===== src/rtl/i2c_aseq_pkg.sv =====
package i2c_aseq_pkg;
  localparam int ADDR_W = 10;
  localparam int BYTE_W = 8;
  localparam int OP_W   = 2;

  typedef enum logic [OP_W-1:0] {
    OP_START   = 2'd0,
    OP_BYTE    = 2'd1,
    OP_RESTART = 2'd2,
    OP_STOP    = 2'd3
  } op_e;

  typedef enum logic [3:0] {
    S_IDLE, S_START, S_FIRST, S_LOW, S_RESTART, S_HDR_RD, S_STOP, S_FIN
  } state_e;

  typedef enum logic [1:0] {
    SEL_FIRST, SEL_LOW, SEL_HDR_RD
  } sel_e;
endpackage


===== src/rtl/i2c_aseq_bytes.sv =====
module i2c_aseq_bytes
  import i2c_aseq_pkg::*;
#(
  parameter int                 TAG_W   = 5,
  parameter logic [TAG_W-1:0]   HDR_TAG = 5'b11110
) (
  input  logic [ADDR_W-1:0] addr_i,
  input  logic              ten_bit_i,
  input  logic              rd_i,
  input  sel_e              sel_i,
  output logic [BYTE_W-1:0] byte_o
);
  localparam int HI_W = ADDR_W - BYTE_W;

  logic [HI_W-1:0]   hi_bits;
  logic [BYTE_W-1:0] hdr_wr, hdr_rd, seven;

  always_comb begin
    hi_bits = addr_i[ADDR_W-1:BYTE_W];
    hdr_wr  = {HDR_TAG, hi_bits, 1'b0};
    hdr_rd  = {HDR_TAG, hi_bits, 1'b1};
    seven   = {addr_i[BYTE_W-2:0], rd_i};
    case (sel_i)
      SEL_FIRST:  byte_o = ten_bit_i ? hdr_wr : seven;
      SEL_LOW:    byte_o = addr_i[BYTE_W-1:0];
      SEL_HDR_RD: byte_o = hdr_rd;
      default:    byte_o = '0;
    endcase
  end

  always_comb begin
    if (sel_i == SEL_HDR_RD)
      a_r5_hdr_rd_bit: assert (byte_o[0] == 1'b1);
  end
endmodule


===== src/rtl/i2c_aseq_flags.sv =====
module i2c_aseq_flags (
  input  logic clk,
  input  logic rst_ni,
  input  logic clr_i,
  input  logic set_ack_i,
  input  logic set_abort_i,
  input  logic set_fail_i,
  output logic ack_err_o,
  output logic abort_o,
  output logic fail_o
);
  logic ack_d, abort_d, fail_d;

  always_comb begin
    ack_d   = clr_i ? 1'b0 : (ack_err_o | set_ack_i);
    abort_d = clr_i ? 1'b0 : (abort_o | set_abort_i);
    fail_d  = clr_i ? 1'b0 : (fail_o | set_fail_i);
  end

  always_ff @(posedge clk or negedge rst_ni) begin
    if (!rst_ni) begin
      ack_err_o <= 1'b0;
      abort_o   <= 1'b0;
      fail_o    <= 1'b0;
    end else begin
      ack_err_o <= ack_d;
      abort_o   <= abort_d;
      fail_o    <= fail_d;
    end
  end

  a_r7_ackerr_cleared: assert property (@(posedge clk) disable iff (!rst_ni)
    clr_i |=> !ack_err_o);
  a_r9_abort_sticky: assert property (@(posedge clk) disable iff (!rst_ni)
    (abort_o && !clr_i) |=> abort_o);
endmodule


===== src/rtl/i2c_addr_seq.sv =====
module i2c_addr_seq
  import i2c_aseq_pkg::*;
(
  input  logic              clk,
  input  logic              rst_n,
  input  logic              req_i,
  input  logic              ten_bit_i,
  input  logic              rd_i,
  input  logic [9:0]        addr_i,
  input  logic              abort_i,
  output logic              done_o,
  output logic              pass_o,
  output logic              ack_err_o,
  output logic              abort_flag_o,
  output logic              cmd_valid_o,
  output logic [1:0]        cmd_op_o,
  output logic [7:0]        cmd_byte_o,
  input  logic              eng_done_i,
  input  logic              eng_nack_i,
  input  logic              eng_fatal_i
);
  // reset: asserted asynchronously, released on the clock
  logic [1:0] rst_sync_q;
  logic       rst_ni;

  always_ff @(posedge clk or negedge rst_n) begin
    if (!rst_n) rst_sync_q <= '0;
    else        rst_sync_q <= {rst_sync_q[0], 1'b1};
  end
  assign rst_ni = rst_sync_q[1];

  state_e              state_q, state_d, ok_next;
  logic                pend_q, pend_d;
  logic [ADDR_W-1:0]   addr_q;
  logic                ten_q, rd_q;
  logic                accept, set_ack, set_fail, fatal_hit;
  logic                cmd_st, byte_st, abort_now, fail_q;
  sel_e                sel;
  logic [BYTE_W-1:0]   formed;

  // successor on a clean completion
  always_comb begin
    case (state_q)
      S_START:   ok_next = S_FIRST;
      S_FIRST:   ok_next = ten_q ? S_LOW : S_FIN;
      S_LOW:     ok_next = rd_q ? S_RESTART : S_FIN;
      S_RESTART: ok_next = S_HDR_RD;
      default:   ok_next = S_FIN;
    endcase
  end

  // next-state logic
  always_comb begin
    state_d   = state_q;
    accept    = 1'b0;
    set_ack   = 1'b0;
    cmd_st    = state_q inside {S_START, S_FIRST, S_LOW, S_RESTART, S_HDR_RD, S_STOP};
    byte_st   = state_q inside {S_FIRST, S_LOW, S_HDR_RD};
    abort_now = abort_i | pend_q;
    fatal_hit = cmd_st & eng_fatal_i;
    case (state_q)
      S_IDLE: begin
        if (abort_now) state_d = S_STOP;
        else if (req_i) begin
          accept  = 1'b1;
          state_d = S_START;
        end
      end
      S_STOP: if (eng_done_i) state_d = S_FIN;
      S_FIN:  state_d = S_IDLE;
      default: begin
        if (eng_done_i) begin
          if (byte_st && eng_nack_i) begin
            set_ack = 1'b1;
            state_d = S_STOP;
          end else if (abort_now) begin
            state_d = S_STOP;
          end else begin
            state_d = ok_next;
          end
        end
      end
    endcase
    if (fatal_hit) begin
      state_d = S_FIN;
      set_ack = 1'b0;
    end
    set_fail = fatal_hit || (state_d == S_STOP && state_q != S_STOP);
    pend_d   = (pend_q | abort_i) & (state_q != S_STOP) & (state_d != S_STOP) & !fatal_hit;
  end

  // state and capture registers
  always_ff @(posedge clk or negedge rst_ni) begin
    if (!rst_ni) begin
      state_q <= S_IDLE;
      pend_q  <= 1'b0;
    end else begin
      state_q <= state_d;
      pend_q  <= pend_d;
    end
  end

  always_ff @(posedge clk or negedge rst_ni) begin
    if (!rst_ni) begin
      addr_q <= '0;
      ten_q  <= 1'b0;
      rd_q   <= 1'b0;
    end else if (accept) begin
      addr_q <= addr_i;
      ten_q  <= ten_bit_i;
      rd_q   <= rd_i;
    end
  end

  // command port
  always_comb begin
    case (state_q)
      S_LOW:    sel = SEL_LOW;
      S_HDR_RD: sel = SEL_HDR_RD;
      default:  sel = SEL_FIRST;
    endcase
    case (state_q)
      S_START:   cmd_op_o = OP_START;
      S_RESTART: cmd_op_o = OP_RESTART;
      S_STOP:    cmd_op_o = OP_STOP;
      default:   cmd_op_o = OP_BYTE;
    endcase
    cmd_valid_o = cmd_st;
    cmd_byte_o  = byte_st ? formed : '0;
  end

  i2c_aseq_bytes u_bytes (
    .addr_i    (addr_q),
    .ten_bit_i (ten_q),
    .rd_i      (rd_q),
    .sel_i     (sel),
    .byte_o    (formed)
  );

  i2c_aseq_flags u_flags (
    .clk         (clk),
    .rst_ni      (rst_ni),
    .clr_i       (accept),
    .set_ack_i   (set_ack),
    .set_abort_i (abort_i),
    .set_fail_i  (set_fail),
    .ack_err_o   (ack_err_o),
    .abort_o     (abort_flag_o),
    .fail_o      (fail_q)
  );

  assign done_o = (state_q == S_FIN);
  assign pass_o = done_o & ~fail_q;

  a_r2_start_first: assert property (@(posedge clk) disable iff (!rst_ni)
    accept |=> (cmd_valid_o && cmd_op_o == OP_START));
  a_r6_nack_stop: assert property (@(posedge clk) disable iff (!rst_ni)
    (cmd_valid_o && cmd_op_o == OP_BYTE && eng_done_i && eng_nack_i && !eng_fatal_i)
      |=> (cmd_valid_o && cmd_op_o == OP_STOP));
  a_r8_fatal_silent: assert property (@(posedge clk) disable iff (!rst_ni)
    (cmd_valid_o && eng_fatal_i) |=> (!cmd_valid_o && done_o && !pass_o));
  a_r10_one_stop: assert property (@(posedge clk) disable iff (!rst_ni)
    (cmd_valid_o && cmd_op_o == OP_STOP && eng_done_i) |=> (!cmd_valid_o && done_o));
  a_r12_cmd_hold: assert property (@(posedge clk) disable iff (!rst_ni)
    (cmd_valid_o && !eng_done_i && !eng_fatal_i)
      |=> (cmd_valid_o && $stable(cmd_op_o) && $stable(cmd_byte_o)));
  a_r12_done_pulse: assert property (@(posedge clk) disable iff (!rst_ni)
    done_o |=> !done_o);
endmodule


===== config.mk =====
export PLATFORM = sky130hd
export DESIGN_NAME = i2c_addr_seq
export DESIGN_NICKNAME = d
export VERILOG_FILES = /design/src/rtl/i2c_aseq_pkg.sv /design/src/rtl/i2c_aseq_bytes.sv /design/src/rtl/i2c_aseq_flags.sv /design/src/rtl/i2c_addr_seq.sv
export SDC_FILE = /design/constraint.sdc
export NUM_CORES = 1
export LEC_CHECK = 0
export BUFFER_PORTS_ARGS = -buffer_cell sky130_fd_sc_hd__buf_2
export CORE_MARGIN = 4
export CORE_UTILIZATION = 40
export CTS_BUF_LIST = sky130_fd_sc_hd__clkbuf_2
export DETAILED_ROUTE_END_ITERATION = 8
export GPL_TIMING_DRIVEN = 0
export HOLD_SLACK_MARGIN = 0.15
export PLACE_DENSITY = 0.68
export SYNTH_ARGS = -nofsm -noshare
export SYNTH_HDL_FRONTEND = slang
export SYNTH_SLANG_ARGS = --single-unit

===== constraint.sdc =====
create_clock -name clk -period 4.1 [get_ports clk]
set_input_delay 0.82 -clock clk [delete_from_list [all_inputs] [get_ports clk]]
set_output_delay 0.82 -clock clk [all_outputs]
set_load 0.02 [all_outputs]

### After elaboration in Yosys (flattened, before gate mapping)

Index checks and enable logic that the tools add are counted.
W data, S select, Z words.

* eq/ne operators: 12
* bitwise gates (word level): 10
* muxes and demuxes: 26
* reductions and logical operators: 9

Operators by type and width (number)
* $mux W4: 7
* $pmux W8 S3: 1
* $eq A4 B3 Y1 const B: 5
* $mux W8: 2
* $pmux W3 S4: 1
* $pmux W4 S3: 1
* $mux W1: 10
* $eq A4 B2 Y1 const B: 2
* $ne A4 B3 Y1 const B: 2
* $pmux W2 S3: 1
* $reduce_bool A6 Y1: 1
* $and A1 B1 Y1: 5
* $eq A4 B1 Y1 const B: 1
* $logic_not A4 Y1: 1
* $or A1 B1 Y1: 4
* $pmux W2 S2: 1
* $mux W3: 1
* $reduce_bool A3 Y1: 1
* $reduce_or A3 Y1: 1
* $eq A2 B1 Y1 const B: 1
* $eq A2 B2 Y1 const B: 1
* $logic_and A1 B1 Y1: 2
* $logic_not A2 Y1: 1
* $mux W2: 1
* 3 further kinds: 3

* register bits: 22
* logic and storage cells: 66
* output and inout bits: 15

### Depth between registers and ports, before layout

* word-level depth: 12
* depth in mapped cells: 8
* mapped depth without buffers: 6

### Cells and area by module

From an unflattened synthesis, not the netlist that was laid out.

* cell total of the unflattened synthesis: 160
* area, all modules: 1378.8 um2

Modules (own cells, without submodules)
* i2c_addr_seq: times used 1, seq. area each 475.5 um2, cells an instance 130, area an instance 1103.6 um2
* i2c_aseq_bytes: times used 1, seq. area each 0.0 um2, cells an instance 24, area an instance 170.2 um2
* i2c_aseq_flags: times used 1, seq. area each 75.1 um2, cells an instance 6, area an instance 105.1 um2

### Worst setup path before layout

Ideal clock, no wire load.

* kind: register -> output
* start point: register state_q[2]
* end point: output cmd_byte_o[2]
* slack: 1.662 ns
* buffers on the path: 2
* arrival: 1.618 ns
* stages on the path, launching flop included: 8
* path through: dfrtp_1 -> buf_4 -> buf_2 -> nor2_1 -> nand3_1 -> a21o_1 -> a22oi_1 -> a21oi_1

* cells in the longest elaborated chain, start to end: 5
* elaborated cells on any way between the ends: 10
* classes of those cells: 5 x eq/ne; 3 x mux; 2 x reduce/logical

RTL lines
* start: declaration: RTL line i2c_addr_seq.sv:32 `state_e state_q, state_d, ok_next;`
* start signal: assignment: RTL line i2c_addr_seq.sv:98 `state_q <= state_d;`
* $eq A4 B3 Y1 or $eq A4 B2 Y1 (tied branches): RTL line i2c_addr_seq.sv:58, i2c_addr_seq.sv:117
* $pmux W2 S2: RTL line i2c_addr_seq.sv:117 `case (state_q)`
* $eq A2 B2 Y1, or another cell as far along
* $pmux W8 S3: RTL line i2c_aseq_bytes.sv:23 `case (sel_i)`
* $mux W8 (*): RTL line i2c_addr_seq.sv:129 `cmd_byte_o = byte_st ? formed : '0;`
* end: declaration: RTL line i2c_addr_seq.sv:17 `output logic [7:0] cmd_byte_o,`

Every way passes the cells marked *; elsewhere a longest branch is shown, timed or not.

### Worst setup path in the final report

* start point: register state_q[2]
* end point: output cmd_byte_o[1]

Same word-level chain as after synthesis.

==> out/results.ini <==
[placement]
dp_worst_setup_slack_ns=1.404
gp_congestion=0.8282
portBuffers=33
hpwl_um=2394
dp.cells=200

[yosys]
synth_edf_count=0
synth_area_mm2=0.001304
synth_cell_types=45
yosys_register_bits=22
synth_top_flop_cell=dfrtp_1
ys_seq_area_frac=0.4223
syn_nets=142
synth-warning-count=0
syn_avg_cell_area_um2=10.60
netlist_instances=123
ys_async_sr_fraction=1.000

[clock_tree]
root_buffer=clkbuf_2
ctsHtreeMaxLevel=1
cts_tree=done
cts_buffer_depth=2
hold_buffers=0
numCtsBuffers=3
clock-sinks=22
insertion_delay_ns=0.32
cts_setup_buffers=0
clkTransAtPathRegs_ns=0.19
cts.repair.resized=0

[drt]
wire_per_inst_um=14.59
vias=1094
drtIter0Drc=75
drc_errors=0
ant_nets=0
drtPass1Iterations=4
wirelength_um=2977
vias_per_cell=5.363

[power_and_ir_drop]
power_density_mw_per_mm2=690.2
p_total_mw=1.065
swShare=0.4595
p_switching_mw=0.4893
peakVddDrop_mv=0.2666
internal-power_mw=0.5755
power.share.clock=0.078
seq_power_share=0.339
p_leak_nw=0.7172
power_frac_comb=0.583

[setup_path]
reg2regPathDepth=6
worst_path_max_delay_cell=dfrtp_1
cp-end-kind=primary output
reg2reg_setup_slack_ns=2.08
start_kind=flop
critPathArrivalTime_ns=2.26
worstPathCellList=buf_4 > buf_2 > nor2_1 > nand3_1 > a21o_1 > a22oi_1 > a21oi_1 > buf_2
timing.critical_path.fanout_max=10
reg2reg_to=u_flags.fail_o
reg2reg_from=state_q[0]
crit_start=state_q[2]
crit_required_ns=3.28
worstSetupPathType=flop to primary output
cp_slowest_stage_delay_ns=0.40
critPathMostFrequentCell=buf_2

[job]
drv_cap=0

[timing]
fin_ws_ns=1.018
setup_viol=0
min_period_over_period=0.7518
fmax_mhz=324.4
slew_headroom=0.4739
finalClockSkew_ns=0.008307
tightest_slew_ns=0.7891
finalMaxSlewViolations=0
tns_ns=0
fin_crit_ns=3.082
rsz0062_at_grt=no
finalHoldViolCount=0

[grt]
grt_max_degree=21
grt_pass1_wl_um=4981
antenna_found_initial=0
grt_use_total=0.1515
first_global_vias=1106
gr-total-overflow=0

[finish]
syn2layout_area_growth_pct=18.33
fin_cells=204
drive_gt1_frac=0.3750
nets=180
antenna_cells=0
fill_cells=307

[die]
die_w_um=65.09
die-area_mm2=0.004237
ioPinCount=34
rows=20
initial_core_util=0.4236
core_mm2=0.003078
die_h_um=65.09

[status]
outcome=complete, no violations

[hold_path]
hold_path_class=input port to async pin

[area by class of cell]
| class | instances | area (um2) | area share |
|---|---|---|---|
| inverters | 4 | 15.01 | 0.009732 |
| well taps | 44 | 55.05 | 0.03569 |
| clock buffers | 3 | 15.01 | 0.009732 |
| repair buffers | 33 | 165.2 | 0.1071 |
| plain buffers | 6 | 38.79 | 0.02514 |
| flip-flops and latches | 22 | 550.5 | 0.3569 |
| multi-input cells | 91 | 699.4 | 0.4534 |
| clock inverters | 1 | 3.754 | 0.002433 |
[power by group through the flow]
stage | sequential, mW | clock, mW | combinational, mW
floorplan | 0.350 | 0 | 0.472
global placement | 0.362 | 0 | 0.608
detailed placement | 0.367 | 0 | 0.621
CTS | 0.361 | 0.0872 | 0.624
global route | 0.372 | 0.0978 | 0.685
finish | 0.361 | 0.0834 | 0.620
[sequential cells by signal, summed over array words and instances (netlist names)]
name,count
ten_q,1
state_q,4
rst_sync_q,2
pend_q,1
rd_q,1
addr_q,10
u_flags.abort_o,1
u_flags.fail_o,1
u_flags.ack_err_o,1
[synth_stat cells (2+ instances only)]
cell type  number  area share
a21o_1          2       0.012
a21oi_1         4       0.015
a22oi_1         3       0.017
a31oi_1         4       0.019
and2_1          2      0.0096
buf_2           4       0.015
dfrtp_1        22        0.42
inv_1           4       0.012
mux2_1          7       0.060
mux2_2          5       0.043
nand2_1         6       0.017
nand2b_1        4       0.019
nand3_1         2      0.0077
nand3b_1        2       0.012
nor2_1          9       0.026
nor2b_1         2      0.0096
nor3_1          6       0.023
o21ai_0         3       0.012
o221a_2         4       0.035
o31a_1          2       0.013
or3_1           2      0.0096
[metal layers]
| layer | track usage | share of wire |
|---|---|---|
| met3 | 0.02906 | 0.061 |
| met1 | 0.1935 | 0.42 |
| met5 | 0 | 0 |
| met4 | 0.03886 | 0.0037 |
| met2 | 0.2631 | 0.52 |
[worst max path at each step]
stage,end,slack (ns),cells past startpoint
4_1_cts,cmd_byte_o[2],1.01,8
5_1_grt,cmd_byte_o[1],0.74,8
3_5_place_dp,cmd_byte_o[2],1.40,8
6_report,cmd_byte_o[1],1.02,8
3_3_place_gp,cmd_byte_o[1],1.42,8
2_1_floorplan,cmd_byte_o[2],1.66,7
[kinds of logic after synthesis]
family                    synth area share
muxes                               0.1036
xor gates and xnor gates          0.006719
DFF                                 0.4223
and+or+nand+nor                     0.2092
other                             0.002876
buffers and inverters              0.04127
AOI/OAI and AO/OA                   0.2140
[worst max-delay path: cells and delay by family, from the launching register on]
kind | cells | cell delay [ns]
AO/OA/AOI/OAI | 3 | 0.49
AND/OR/NAND/NOR | 2 | 0.58
buffers and inverters | 3 | 0.50
flip-flops | 1 | 0.40
[cell usage in the layout, fill, tap and decap left out, types with 2 or more instances in the layout]
cell type / netlist / layout
dfrtp_1: 22 / 22
or3_1: 2 / 2
mux2_2: 5 / 5
a21o_1: 2 / 2
nand2b_1: 4 / 4
a21oi_1: 4 / 4
nor2_1: 9 / 9
o221a_2: 4 / 4
inv_1: 4 / 4
nand3b_1: 2 / 2
nor2b_1: 2 / 2
clkbuf_2: 0 / 3
and2_1: 2 / 2
nand3_1: 2 / 2
nor3_1: 6 / 6
o31a_1: 2 / 2
mux2_1: 7 / 7
a31oi_1: 4 / 4
o21ai_0: 3 / 3
a22oi_1: 3 / 3
buf_2: 4 / 37
nand2_1: 6 / 6
[through the flow]
step,util,area (um2),hold slack [ns]
finish,0.5012,1543,0.2455
detailed placement,0.4951,1524,0.3388
global route,0.5012,1543,0.1821
floorplan,-,1304,0.2535
global placement,0.4951,1524,0.3382
CTS,0.5012,1543,0.2275
(Power assumes the default switching activity.)
